### config.mk
export PLATFORM = sky130hd
export DESIGN_NAME = alu_cc
export DESIGN_NICKNAME = d
export VERILOG_FILES = /design/src/rtl/alu_pkg.sv /design/src/rtl/alu_carry_chain.sv /design/src/rtl/alu_logic_unit.sv /design/src/rtl/alu_flag_pack.sv /design/src/rtl/alu_cc.sv
export SDC_FILE = /design/constraint.sdc
export NUM_CORES = 1
export LEC_CHECK = 0
export BUFFER_PORTS_ARGS = -buffer_cell sky130_fd_sc_hd__buf_2
export CAP_MARGIN = 10
export CORE_ASPECT_RATIO = 1.4
export CORE_MARGIN = 2
export CORE_UTILIZATION = 28
export DETAILED_ROUTE_END_ITERATION = 10
export PLACE_DENSITY = 0.52
export SETUP_SLACK_MARGIN = 0.02
export SLEW_MARGIN = 20
export SYNTH_ARGS = -nofsm -noshare
export SYNTH_HDL_FRONTEND = slang
export SYNTH_SLANG_ARGS = --single-unit
### constraint.sdc
create_clock -name vclk -period 31.8
set_input_delay 4.77 -clock vclk [all_inputs]
set_output_delay 4.77 -clock vclk [all_outputs]
set_load 0.05 [all_outputs]
### src/rtl/alu_pkg.sv
package alu_pkg;

    typedef enum logic [2:0] {
        OP_AND  = 3'b000,
        OP_OR   = 3'b001,
        OP_ADD  = 3'b010,
        OP_XOR  = 3'b011,
        OP_NOR  = 3'b100,
        OP_NAND = 3'b101,
        OP_SUB  = 3'b110,
        OP_SLT  = 3'b111
    } alu_op_e;

    typedef struct packed {
        logic neg;
        logic zero;
        logic ovf;
        logic cout;
    } cc_t;

    localparam int CC_W = $bits(cc_t);

    function automatic logic uses_adder(input alu_op_e op);
        return (op == OP_ADD) || (op == OP_SUB) || (op == OP_SLT);
    endfunction

    function automatic logic invert_b(input alu_op_e op);
        return (op == OP_SUB) || (op == OP_SLT);
    endfunction

    function automatic logic reports_carry(input alu_op_e op);
        return (op == OP_ADD) || (op == OP_SUB);
    endfunction

endpackage

### src/rtl/alu_carry_chain.sv
module alu_carry_chain #(
    parameter int W = 32
) (
    input  logic [W-1:0] a,
    input  logic [W-1:0] b,
    input  logic         c0,
    output logic [W-1:0] sum,
    output logic         cout,
    output logic         ovf
);
    logic [W:0] c;

    assign c[0] = c0;

    for (genvar i = 0; i < W; i++) begin : g_bit
        logic p;
        logic g;
        assign p        = a[i] ^ b[i];
        assign g        = a[i] & b[i];
        assign sum[i]   = p ^ c[i];
        assign c[i+1]   = g | (p & c[i]);
    end

    assign cout = c[W];
    assign ovf  = c[W] ^ c[W-1];
endmodule

### src/rtl/alu_logic_unit.sv
module alu_logic_unit
    import alu_pkg::*;
#(
    parameter int W = 32
) (
    input  logic [W-1:0] a,
    input  logic [W-1:0] b,
    input  alu_op_e      op,
    output logic [W-1:0] y
);
    always_comb begin
        case (op)
            OP_AND:  y = a & b;
            OP_OR:   y = a | b;
            OP_XOR:  y = a ^ b;
            OP_NOR:  y = ~(a | b);
            OP_NAND: y = ~(a & b);
            default: y = '0;
        endcase
    end
endmodule

### src/rtl/alu_flag_pack.sv
module alu_flag_pack
    import alu_pkg::*;
#(
    parameter int W = 32
) (
    input  logic [W-1:0] res,
    input  logic         arith_ovf,
    input  logic         arith_cout,
    input  logic         arith_valid,
    output cc_t          cc
);
    always_comb begin
        cc.neg  = res[W-1];
        cc.zero = ~|res;
        cc.ovf  = arith_valid & arith_ovf;
        cc.cout = arith_valid & arith_cout;
    end
endmodule

### src/rtl/alu_cc.sv
module alu_cc
    import alu_pkg::*;
#(
    parameter int W = 32
) (
    input  logic [W-1:0]      opa,
    input  logic [W-1:0]      opb,
    input  logic              cin,
    input  logic [2:0]        op_sel,
    output logic [CC_W-1:0]   cond_flags,
    output logic [W-1:0]      result
);
    localparam logic [W-1:0] ZERO_W = '0;

    alu_op_e      op;
    logic [W-1:0] b_eff;
    logic         c_first;
    logic [W-1:0] sum;
    logic         sum_cout;
    logic         sum_ovf;
    logic [W-1:0] logic_y;
    logic         less;
    cc_t          cc;

    assign op      = alu_op_e'(op_sel);
    assign b_eff   = invert_b(op) ? ~opb : opb;
    assign c_first = invert_b(op) ? 1'b1 : cin;

    alu_carry_chain #(.W(W)) u_chain (
        .a    (opa),
        .b    (b_eff),
        .c0   (c_first),
        .sum  (sum),
        .cout (sum_cout),
        .ovf  (sum_ovf)
    );

    alu_logic_unit #(.W(W)) u_logic (
        .a  (opa),
        .b  (opb),
        .op (op),
        .y  (logic_y)
    );

    assign less = sum[W-1] ^ sum_ovf;

    always_comb begin
        case (op)
            OP_ADD, OP_SUB: result = sum;
            OP_SLT:         result = {ZERO_W[W-1:1], less};
            default:        result = logic_y;
        endcase
    end

    alu_flag_pack #(.W(W)) u_flags (
        .res         (result),
        .arith_ovf   (sum_ovf),
        .arith_cout  (sum_cout),
        .arith_valid (reports_carry(op)),
        .cc          (cc)
    );

    assign cond_flags = cc;

    always_comb begin
        if (op == OP_ADD) begin

            add_sum_chk: assert ({cond_flags[0], result} == ({1'b0, opa} + {1'b0, opb} + {{W{1'b0}}, cin}))
                else $error("add sum or carry mismatch");

            add_ovf_chk: assert (cond_flags[1] == ((opa[W-1] == opb[W-1]) && (result[W-1] != opa[W-1])))
                else $error("add overflow mismatch");
        end
        if (op == OP_SUB) begin

            sub_carry_chk: assert ((cond_flags[0] == (opa >= opb)) && (result == opa - opb))
                else $error("subtract carry or result mismatch");
        end
        if (op == OP_SLT) begin

            slt_value_chk: assert (result == {ZERO_W[W-1:1], ($signed(opa) < $signed(opb))})
                else $error("set-less-than mismatch");
        end
        if (!uses_adder(op) || op == OP_SLT) begin

            no_arith_flags_chk: assert (cond_flags[1:0] == 2'b00)
                else $error("carry or overflow set on non-arithmetic op");
        end
    end
endmodule

==> results by group <==
Timing
  • Max Freq: 0.03783 GHz
  • Hold Fails Final Rpt: 0
  • Final Worst Setup Slack: 5.366 ns
  • Max-slew violations: 0
  • Unrepaired setup endpoints after global routing: false
  • Tightest Pin Transition: 0.9444 ns
  • Setup-failing EPs final: 0
  • Setup TNS: 0 ns
  • Fin crit period: 26.43 ns
  • Max-slew headroom: 37.04%
  • Tcrit/Tclk final: 83.13%

Global route
  • Initial antenna violation count: 0
  • Total global routing overflow: 0
  • First-pass GRT wire length: 21780 µm
  • Vias in the first global route: 4117
  • Tot GR Track Use: 18.73%
  • Pin count of the biggest net entering global routing: 55

Route
  • DRT Pass-1 Iters: 4
  • Avg Vias per Cell: 5.332
  • # DRC: 0
  • Wire per inst: 18.42 µm
  • DRT Wirelength: 13670 µm
  • Post-DRT Antenna Nets: 0
  • Initial drt markers: 194
  • Vias: 3956

Clock tree
  • Cts repair resizes: 0
  • # Post-CTS Setup Buffers: 0
  • CTS Hold Bufs: 0

Hold path
  • Tightest Hold Check Type: primary input to output pin
  • Hold_sp: opa[2]

Logic synthesis
  • Synthesized Nets: 647
  • Yosys warns: 0
  • Mapped cell area: 0.003827 mm²
  • Number of distinct library cells after synthesis: 43
  • Synth top cells by count: 70 x inv_1, 64 x ha_1, 36 x a221oi_1
  • Sequential-to-total area share from yosys stat: 0%
  • Post-synth top area cell: ha_1
  • Synth area leaders: ha_1 21%, fa_1 17%, a221oi_1 8.2%
  • Mean Syn Cell Area: 7.941 µm²
  • Most used standard cell by instance count after synthesis: inv_1
  • Share of the synthesized area in the top cell type: 20.92%
  • Cells after Synth: 482

Critical path
  • Worst path arrival time: 21.66 ns
  • CP Launch Point: op_sel[1]
  • CP required: 27.03 ns
  • CP max stage cell: buf_4
  • CP Buf/Inv Count: 5
  • Crit end category: output pin
  • Crit-path max cell delay: 0.48 ns
  • Worst Path Max Fanout: 45
  • CP Class: primary input to output pin
  • Cell mode on critical path: fa_1
  • WP depth: 44
  • CP Capture Point: cond_flags[2]
  • CP delay by family, top: adder cells
  • Critical Path Source Type: primary input

Run status
  • Outcome: complete, no violations

Die
  • Chip height: 142.3 µm
  • Die Span X: 102.8 µm
  • Effective utilization at floorplan: 28.59%
  • Core box area: 0.01339 mm²
  • Core Rows: 50
  • DIE AREA: 0.01463 mm²
  • Top-level I/O count: 104

Placed design
  • Dpl ws: 5.311 ns
  • Port buffer count: 104
  • Post-DP HPWL: 10580 µm
  • Gpl congestion: 0.8478

Final layout
  • ANT cells: 0
  • CLK BUF: 0
  • Nets@finish: 727
  • Area growth syn-to-layout: 17.16%
  • Layout cells sized above 1: 21.07%
  • Filler cell count: 1488
  • Seq_cells: 0
  • Storage element area: 0 µm²

Power and ir drop
  • Pwr Total: 0.0001036 W
  • Power Density: 23.10 mW/mm²
  • Worst vdd ir: 12.50 µV
  • P_leak: 2.212 nW

Run
  • Max cap viols: 0
## area by class of cell
class	instances	area [µm²]	share of cell area, %
Multi-Input combinational cell	378	3413	76.12
Timing Repair Buffer	112	580.6	12.95
Inverter	70	262.8	5.859
Tap cell	182	227.7	5.078
## cell usage in the layout (no fill, tap or decap), types with 2 or more instances in the layout
master / Yosys / routed
nand3_1: 3 / 3
a211o_1: 18 / 18
a221o_1: 4 / 4
a2bb2oi_1: 8 / 8
inv_1: 70 / 70
xnor2_1: 33 / 33
mux2_1: 2 / 2
nor2_1: 30 / 29
a31oi_1: 2 / 2
nand2_1: 23 / 22
fa_1: 33 / 33
a21oi_1: 10 / 10
o221ai_1: 8 / 8
o21ai_0: 6 / 6
and2_1: 2 / 2
mux2i_1: 4 / 4
ha_1: 64 / 64
buf_4: 4 / 8
buf_2: 15 / 104
o211ai_1: 5 / 5
nor2b_1: 20 / 20
a221oi_1: 36 / 36
nand2b_1: 23 / 23
or4_1: 3 / 3
nand4_1: 8 / 8
nor4_1: 8 / 8
nand2_2: 1 / 2
o22ai_1: 10 / 10
## through the flow
| step | hold slack (ns) | cell area, µm² | instances | utilization [%] |
|---|---|---|---|---|
| 3_3_place_gp | 10.24 | 4484 | 742 | 33.50 |
| 6_report | 10.27 | 4484 | 742 | 33.50 |
| 2_1_floorplan | 9.975 | 3827 | 482 | - |
| 5_1_grt | 10.33 | 4484 | 742 | 33.50 |
| 3_5_place_dp | 10.28 | 4484 | 742 | 33.50 |
| 4_1_cts | 10.28 | 4484 | 742 | 33.50 |
## power breakdown
group | internal (W) | total [W] | switching (W)
logic | 0.0000360 | 0.000104 | 0.0000676
registers | 0 | 0 | 0
clock network | 0 | 0 | 0
## metal layers
layer  share of wire, %  vias up  global-route usage, %  wire length [µm]
met4                3.7        0                  5.956               507
met1                 40     1922                  24.13              5460
met2                 51      143                  32.89              6931
met5                  0        -                      0                 0
met3                5.6       24                  1.277               770
li1                   -     1867                      -                 -
## worst min path at each step
stage	end	slack, ns	cells past startpoint
global route	result[25]	10.33	5
global placement	result[2]	10.24	5
floorplan	cond_flags[1]	9.98	3
detailed placement	result[2]	10.28	5
CTS	result[2]	10.28	5
finish	result[2]	10.27	5
## kinds of logic after synthesis
group,Yosys count,synth area share [%]
and+or+nand+nor,127,17.59
AOI/OAI and AO/OA,114,23.73
buffers and inverters,104,11.08
adders and majority gates,97,38.18
xor gates and xnor gates,34,7.780
muxes,6,1.635
(Power assumes the default switching activity.)
